## src/rtl/ecc_rpt_pkg.sv

```systemverilog
// Shared constants and types for the page error report aggregator.
// Assumes the report layout is fixed at two 6-bit counts and two success bits.
package ecc_rpt_pkg;
    localparam int CNT_W = 6;
    localparam logic [CNT_W-1:0] CNT_MAX = '1;
    localparam logic [15:0] REPORT_CLEAR = 16'h8080;

    typedef enum logic [1:0] {
        PH_IDLE    = 2'd0,
        PH_COLLECT = 2'd1,
        PH_HELD    = 2'd2
    } phase_t;

    typedef struct packed {
        logic             ok;
        logic [CNT_W-1:0] cnt;
    } lane_t;
endpackage

```

## src/rtl/ecc_rpt_sat.sv

```systemverilog
// Clamps a decoder corrected-bit count to the 6-bit report field.
// Assumes an unsigned count; narrow inputs are zero-extended.
module ecc_rpt_sat
    import ecc_rpt_pkg::*;
#(
    parameter int IN_W = 8
) (
    input  logic [IN_W-1:0]  raw,
    output logic [CNT_W-1:0] sat
);
    generate
        if (IN_W <= CNT_W) begin : g_narrow
            // fits without clamping
            assign sat = CNT_W'(raw);
        end else begin : g_wide
            // clamp anything above the field maximum
            always_comb sat = (raw > IN_W'(CNT_MAX)) ? CNT_MAX : raw[CNT_W-1:0];
        end
    endgenerate
endmodule

```

## src/rtl/ecc_rpt_lane.sv

```systemverilog
// One half of the report: a count and a success bit.
// KEEP_MAX=0 overwrites with each update (first-packet lane).
// KEEP_MAX=1 keeps the running maximum count and ANDs success (later-packet lane).
// Assumes clr and upd are never asserted together (the control drops the packet).
module ecc_rpt_lane
    import ecc_rpt_pkg::*;
#(
    parameter bit KEEP_MAX = 1'b0
) (
    input  logic  clk,
    input  logic  rst_n,
    input  logic  clr,
    input  logic  upd,
    input  lane_t din,
    output lane_t q
);
    // hold or fold the lane value
    always_ff @(posedge clk) begin
        if (!rst_n || clr) begin
            q <= '{ok: 1'b1, cnt: '0};
        end else if (upd) begin
            if (KEEP_MAX) begin
                q.cnt <= (din.cnt > q.cnt) ? din.cnt : q.cnt;
                q.ok  <= q.ok & din.ok;
            end else begin
                q <= din;
            end
        end
    end

    generate
        if (KEEP_MAX) begin : g_chk_max
            p_max_monotone_r4: assert property (@(posedge clk) disable iff (!rst_n)
                !clr |=> q.cnt >= $past(q.cnt));
            p_ok_sticky_r6: assert property (@(posedge clk) disable iff (!rst_n)
                (!clr && !q.ok) |=> !q.ok);
        end
    endgenerate
endmodule

```

## src/rtl/ecc_rpt_ctrl.sv

```systemverilog
// Page phase tracking: idle until the first start, collecting within a page,
// held after the end pulse. Produces the clear and packet-accept strobes.
// Assumes start and end are single-cycle pulses; start takes priority.
module ecc_rpt_ctrl
    import ecc_rpt_pkg::*;
(
    input  logic clk,
    input  logic rst_n,
    input  logic page_start,
    input  logic page_end,
    input  logic pkt_valid,
    output logic clr,
    output logic accept,
    output logic held
);
    phase_t phase;

    // advance the page phase
    always_ff @(posedge clk) begin
        if (!rst_n) begin
            phase <= PH_IDLE;
        end else if (page_start) begin
            phase <= PH_COLLECT;
        end else if (page_end && phase == PH_COLLECT) begin
            phase <= PH_HELD;
        end
    end

    // strobes for the datapath
    always_comb begin
        clr    = page_start;
        accept = pkt_valid && !page_start && (phase == PH_COLLECT);
        held   = (phase == PH_HELD);
    end

    p_held_until_start_r9: assert property (@(posedge clk) disable iff (!rst_n)
        (phase == PH_HELD && !page_start) |=> phase == PH_HELD);
    p_idle_until_start_r10: assert property (@(posedge clk) disable iff (!rst_n)
        (phase == PH_IDLE && !page_start) |=> phase == PH_IDLE);
endmodule

```

## src/rtl/ecc_page_report.sv

```systemverilog
// Page error report aggregator. Routes packet 0 to the first lane and all
// other packets to the worst-case lane, tracks whether every packet was erased,
// and packs the 16-bit report. Assumes one packet result per cycle at most.
module ecc_page_report
    import ecc_rpt_pkg::*;
#(
    parameter int ERR_IN_W = 8,
    parameter int IDX_W    = 4
) (
    input  logic                clk,
    input  logic                rst_n,
    input  logic                page_start,
    input  logic                page_end,
    input  logic                pkt_valid,
    input  logic [IDX_W-1:0]    pkt_idx,
    input  logic [ERR_IN_W-1:0] pkt_errs,
    input  logic                pkt_ok,
    input  logic                pkt_erased,
    output logic [15:0]         err_report,
    output logic                page_empty,
    output logic                report_ready
);
    localparam int N_LANES = 2;

    logic               clr, accept, held;
    logic [CNT_W-1:0]   cnt_sat;
    lane_t              din;
    lane_t              lane_q [N_LANES];
    logic [N_LANES-1:0] lane_upd;
    logic               is_first;

    ecc_rpt_ctrl u_ctrl (
        .clk        (clk),
        .rst_n      (rst_n),
        .page_start (page_start),
        .page_end   (page_end),
        .pkt_valid  (pkt_valid),
        .clr        (clr),
        .accept     (accept),
        .held       (held)
    );

    ecc_rpt_sat #(.IN_W(ERR_IN_W)) u_sat (
        .raw (pkt_errs),
        .sat (cnt_sat)
    );

    // route the accepted packet to its lane
    always_comb begin
        is_first    = (pkt_idx == '0);
        din         = '{ok: pkt_ok, cnt: cnt_sat};
        lane_upd[0] = accept && is_first;
        lane_upd[1] = accept && !is_first;
    end

    generate
        for (genvar g = 0; g < N_LANES; g++) begin : g_lane
            ecc_rpt_lane #(.KEEP_MAX(g != 0)) u_lane (
                .clk   (clk),
                .rst_n (rst_n),
                .clr   (clr),
                .upd   (lane_upd[g]),
                .din   (din),
                .q     (lane_q[g])
            );
        end
    endgenerate

    // empty flag survives only erased packets
    always_ff @(posedge clk) begin
        if (!rst_n || clr) begin
            page_empty <= 1'b1;
        end else if (accept && !pkt_erased) begin
            page_empty <= 1'b0;
        end
    end

    // pack the report
    always_comb begin
        err_report   = {lane_q[1].ok, 1'b0, lane_q[1].cnt,
                        lane_q[0].ok, 1'b0, lane_q[0].cnt};
        report_ready = held;
    end

    p_start_clears_r2: assert property (@(posedge clk) disable iff (!rst_n)
        page_start |=> (err_report == REPORT_CLEAR) && page_empty && !report_ready);
    p_first_count_r3: assert property (@(posedge clk) disable iff (!rst_n)
        (accept && is_first && pkt_errs < ERR_IN_W'(64 % (1 << ERR_IN_W)))
        |=> err_report[5:0] == $past(cnt_sat));
    p_first_ok_r5: assert property (@(posedge clk) disable iff (!rst_n)
        (accept && is_first) |=> err_report[7] == $past(pkt_ok));
    p_empty_sticky_r8: assert property (@(posedge clk) disable iff (!rst_n)
        (!page_empty && !page_start) |=> !page_empty);
    p_hold_stable_r9: assert property (@(posedge clk) disable iff (!rst_n)
        (report_ready && !page_start) |=> $stable(err_report) && $stable(page_empty));
endmodule

```

## config.mk

```make
export PLATFORM = sky130hd
export DESIGN_NAME = ecc_page_report
export DESIGN_NICKNAME = d
export VERILOG_FILES = /design/src/rtl/ecc_rpt_pkg.sv /design/src/rtl/ecc_rpt_sat.sv /design/src/rtl/ecc_rpt_lane.sv /design/src/rtl/ecc_rpt_ctrl.sv /design/src/rtl/ecc_page_report.sv
export SDC_FILE = /design/constraint.sdc
export NUM_CORES = 1
export LEC_CHECK = 0
export BUFFER_PORTS_ARGS = -buffer_cell sky130_fd_sc_hd__buf_2
export CAP_MARGIN = 20
export CORE_ASPECT_RATIO = 0.6
export CORE_MARGIN = 2
export CORE_UTILIZATION = 40
export CTS_BUF_LIST = sky130_fd_sc_hd__clkbuf_16
export CTS_CLUSTER_SIZE = 30
export DETAILED_ROUTE_END_ITERATION = 8
export PLACE_DENSITY = 0.68
export SLEW_MARGIN = 5
export SYNTH_ARGS = -nofsm -noshare
export SYNTH_HDL_FRONTEND = slang
export SYNTH_HIERARCHICAL = 1
export SYNTH_SLANG_ARGS = --single-unit
```

## constraint.sdc

```tcl
create_clock -name clk -period 2.41 [get_ports clk]
set_input_delay 0.1205 -clock clk [delete_from_list [all_inputs] [get_ports clk]]
set_output_delay 0.1205 -clock clk [all_outputs]
set_load 0.03 [all_outputs]
```

# Word level (Yosys, flattened, before mapping)

Index checks and enable logic that the tools add are counted.

Flip-flop bits (word level): 17
Input port bits: 19
Output and inout port bits: 18
Logic and storage cells: 31

Order comparisons: 2
Equal/unequal tests: 2
Muxes and demuxes: 3
Bitwise gates (word level): 2
Reductions and logical operators: 15

Operators by type and width:

| kind                                                | count |
|---|---|
| > comparator 8 x 6 -> 1 bit, second input constant  | 1 |
| > comparator 6 bit                                  | 1 |
| logical AND 1 bit                                   | 6 |
| two-way mux 6 bit                                   | 1 |
| zero test 1 bit                                     | 4 |
| zero test 4 bit                                     | 1 |
| equality test 2 x 1 -> 1 bit, second input constant | 1 |
| equality test 2 bit, second input constant          | 1 |
| two-way mux 1 bit                                   | 2 |
| AND reduction 2 bit                                 | 1 |
| nonzero test 2 bit                                  | 1 |
| OR reduction 2 bit                                  | 1 |
| AND 1 bit                                           | 1 |
| logical OR 1 bit                                    | 1 |
| NOT 1 bit                                           | 1 |

# Logic depth before layout (Yosys ltp)

Depth in word-level cells: 5
Gate-level depth with buffers: 7
Gate-level depth less buffers: 7

# Modules after synthesis

Netlist, hierarchy kept.

By module, submodules not included:

| module                          | instances | cells each | area an instance (µm²) | sequential area each (µm²) |
|---|---|---|---|---|
| ecc_rpt_lane (g_lane[1].u_lane) | 1         | 50         | 435.4                  | 140.1 |
| ecc_rpt_lane (g_lane[0].u_lane) | 1         | 23         | 265.3                  | 140.1 |
| ecc_rpt_ctrl                    | 1         | 10         | 97.6                   | 40.0 |
| ecc_page_report                 | 1         | 10         | 82.6                   | 20.0 |
| ecc_rpt_sat                     | 1         | 6          | 37.5                   | 0.0 |

# Least setup slack after synthesis

OpenSTA, ideal clock, no wires.

Kind: flip-flop to flip-flop
Start: register g_lane[1].u_lane/q[5] (netlist name)
End: register g_lane[1].u_lane/q[0] (netlist name)
Setup time: 0.072 ns
Arrival: 1.741 ns
Data required time: 2.338 ns
Setup slack: 0.597 ns
Cell stages (with the launch flop): 7
Buffers on the path: 0
Period minus slack after synthesis: 1.813 ns
Path through: dfxtp_1 inv_1 ha_1 and4_4 a31o_1 a31oi_4 mux2i_1

Longest elaborated chain between the ends: 2

RTL lines:

| what                          | RTL line           | RTL |
|---|---|---|
| start, declared               | ecc_rpt_lane.sv:15 | `output lane_t q` |
| start signal, assigned        | ecc_rpt_lane.sv:20 | `q <= '{ok: 1'b1, cnt: '0};` |
| start signal, assigned        | ecc_rpt_lane.sv:26 | `q <= din;` |
| > comparator 6 bit            | ecc_rpt_lane.sv:23 | `q.cnt <= (din.cnt > q.cnt) ? din.cnt : q.cnt;` |
| AND reduction 2 bit (no line) | --                 |  |

No other way between the ends.
A chain may end at the register's enable or synchronous reset.

# Worst setup path in the final report

Start: input pkt_errs[7]
End: register g_lane[1].u_lane/q[2] (netlist name)

Longest elaborated chain between the ends: 4

RTL lines:

| what                          | RTL line              | RTL |
|---|---|---|
| start, declared               | ecc_page_report.sv:16 | `input logic [ERR_IN_W-1:0] pkt_errs,` |
| > comparator 8 x 6 -> 1 bit   | ecc_rpt_sat.sv:17     | `always_comb sat = (raw > IN_W'(CNT_MAX)) ? CNT_MAX : raw[CNT_W-1:0];` |
| two-way mux 6 bit             | ecc_rpt_sat.sv:17     |  |
| via cnt_sat[5]                | ecc_page_report.sv:26 | `logic [CNT_W-1:0] cnt_sat;` |
| > comparator 6 bit            | ecc_rpt_lane.sv:23    |  |
| AND reduction 2 bit (no line) | --                    |  |

The timed path passes the listed nets, and every way through them passes these cells.

==> metrics.txt <==
result of the run finished, final reports clean; via count of the first global-routing pass 699; power density over the cells 585 nW/um^2; area share of the leading cell type in the synthesized netlist 37.1%; final routed DRC violation total 0; number of buffers inserted by port buffering 34; library cell with the highest instance count after synthesis sky130_fd_sc_hd__dfxtp_1; most common flop cell mapped by yosys sky130_fd_sc_hd__dfxtp_1; Post-synth top cells 17 x sky130_fd_sc_hd__dfxtp_1, 13 x sky130_fd_sc_hd__nand2_1, 12 x sky130_fd_sc_hd__mux2i_1; R2R cell count 6; initial antenna violation count 0; total core area 2160 sq um; Pint 0.537 mW; final cycle utilization of the critical path 76.0%; largest cells by area after synthesis sky130_fd_sc_hd__dfxtp_1 37%, sky130_fd_sc_hd__mux2i_1 13%, sky130_fd_sc_hd__ha_1 8.2%, sky130_fd_sc_hd__nand2_1 5.3%, sky130_fd_sc_hd__or3_1 4.1%; worst setup path category in -> reg; Initial DRC Count 33; mean routed wirelength per cell 11.9 microns; count of flip-flops with a built-in enable after synthesis 0; Die Ht 41.1 microns; post-synthesis cell type with the largest combined area sky130_fd_sc_hd__dfxtp_1; TritonCTS Buffers 3; part of the total power dissipated in sequential elements 41.8%; Clock Tree Root sky130_fd_sc_hd__clkbuf_16; wire length of the first global-routing pass 3280 microns; relative contribution of the clock network to total power 48.5%; Synthesis Warnings 6; via count of the routed design 779; worst-path fanout max 6; Die X-Extent 65.9 microns; count of pins over their slew limit 0; count of filler cells inserted in the layout 204; vias per std cell 4.78; setup TNS 0 ns; post-place setup slack 0.315 ns; RSZ-0062 raised after global routing no; switching part of the total 21.9%; Final Util 54.3%; GRT Residual Overflow 0; final number of hold-violating endpoints 0; achievable clock frequency 0.546 GHz; Async SR Flop Fraction 0%; source-to-sink clock delay at the later pin of the worst-skew pair 0.25 ns; max_cap viols 0; pin count of the biggest net entering global routing 14; Tot GR Track Use 16.8%; number of stages on the worst hold path 2; number of resized instances in the post-cts repair step 0; instance count of the mapped netlist 99; area of the mapped netlist 918 sq um; mean cell area of the mapped netlist 9.28 sq um; worst relative slew slack 45.4%; row cnt 13; total number of clock tree sinks 17; die area 2710 sq um; endpoint kind of the worst setup timing path flop; CTS tree yes; post-synthesis sequential element count 17; Detail Route Antenna Nets 0; Clock transition at path regs 0.05 ns; Gate power share 9.7%; Final Setup Violations 0; maximum clock insertion buffer count 2; buffers inserted during post-CTS setup optimization 0; data arrival time of the critical path 2.01 ns; Total Wirelength 1950 microns; critical path launch point type input pin; final total power 0.687 mW; final-stage net count 159; count of hold buffers inserted by post-cts repair 0; share of cells above drive strength 1 33.8%; class of the worst hold path in -> reg; P&R area growth vs syn 27.9%; leakage 0.502 nW; count of unique library cells instantiated by Yosys 29; initial core utilization 42.5%; maximum VDD drop 0.299 mV; register area share after synthesis 37.1%; Hold WS 0.0656 ns; H-tree level count 1; total iterations of the first detailed-routing run 4; Diodes inserted 0; transition time of the tightest slew-check pin 0.818 ns; skew final 0.00579 ns; net switching component of the power 0.151 mW; critical path data required time 2.59 ns; setup slack after layout 0.577 ns; IO Pins 37; clock period minus worst slack 1.83 ns; Detail Placement HPWL 1610 microns; final estimated routing congestion in global placement 0.794
## power groups by stage
| stage | combinational, mW | sequential (mW) | clock [mW] |
|---|---|---|---|
| finish | 0.0666 | 0.287 | 0.333 |
| global route | 0.0747 | 0.288 | 0.353 |
| CTS | 0.0670 | 0.287 | 0.341 |
| detailed placement | 0.0667 | 0.293 | 0 |
| global placement | 0.0649 | 0.293 | 0 |
| floorplan | 0.0401 | 0.296 | 0 |
## area by class of cell
type                       instances  area (sq um)  area share [%]
clock buffer                       3          75.1            6.39
clock inverter                     1          7.51           0.639
inverter                           8          30.0            2.56
multi-input combinational         70           514            43.8
sequential                        17           340            29.0
tap                               30          37.5            3.19
timing repair buffer              34           170            14.5
## final timing paths
| path | to | slack [ns] | start |
|---|---|---|---|
| worst max-delay path | g_lane[1].u_lane/q[2] | 0.58 | pkt_errs[7] |
| worst min-delay path | u_ctrl/phase[0] | 0.07 | page_end |
| worst max register to register | g_lane[1].u_lane/q[2] | 0.63 | g_lane[1].u_lane/q[5] |
| worst min register to register | page_empty | 0.46 | page_empty |
## logic make-up after synthesis
kind of cell | synth area share (%)
fa+ha+maj | 8.17
flops | 37.1
simple gates | 24.7
buf+inv | 7.36
mux | 13.1
other cells | 0.408
compound gates | 9.26
## per-stage QoR
stage               instance area (sq um)  instances
floorplan                             922        100
global placement                     1090        159
detailed placement                   1090        159
CTS                                  1170        163
global route                         1170        163
finish                               1170        163
## cell usage in the layout (no fill, tap or decap), types with 2 or more instances in the layout
cell                        instances
sky130_fd_sc_hd__o21ai_0            2
sky130_fd_sc_hd__ha_1               6
sky130_fd_sc_hd__a21oi_1            3
sky130_fd_sc_hd__nor2b_1            4
sky130_fd_sc_hd__nand2_1           13
sky130_fd_sc_hd__clkbuf_16          3
sky130_fd_sc_hd__conb_1             2
sky130_fd_sc_hd__buf_2             34
sky130_fd_sc_hd__inv_1              7
sky130_fd_sc_hd__dfxtp_1           17
sky130_fd_sc_hd__nor2_1             7
sky130_fd_sc_hd__a211o_1            2
sky130_fd_sc_hd__mux2i_1           12
sky130_fd_sc_hd__or3_1              6
## critical path, stage by stage
cell	delay [ns]
sky130_fd_sc_hd__buf_2	0.12
sky130_fd_sc_hd__or3_1	0.42
sky130_fd_sc_hd__ha_1	0.36
sky130_fd_sc_hd__and4_4	0.20
sky130_fd_sc_hd__a31o_1	0.24
sky130_fd_sc_hd__a31oi_4	0.31
sky130_fd_sc_hd__mux2i_1	0.23
## flip-flops by register name, summed over array words and instances, names as in the netlist
name             flops
g_lane.u_lane/q     14
page_empty           1
u_ctrl/phase         2
## layer usage
metal	vias up	share of wire, %	track usage, %
met4	0	0.93	4.69
li1	399	-	-
met5	-	0	0
met1	347	49	20.4
met2	28	43	28.5
met3	5	7.0	6.59
(Power assumes the default switching activity.)
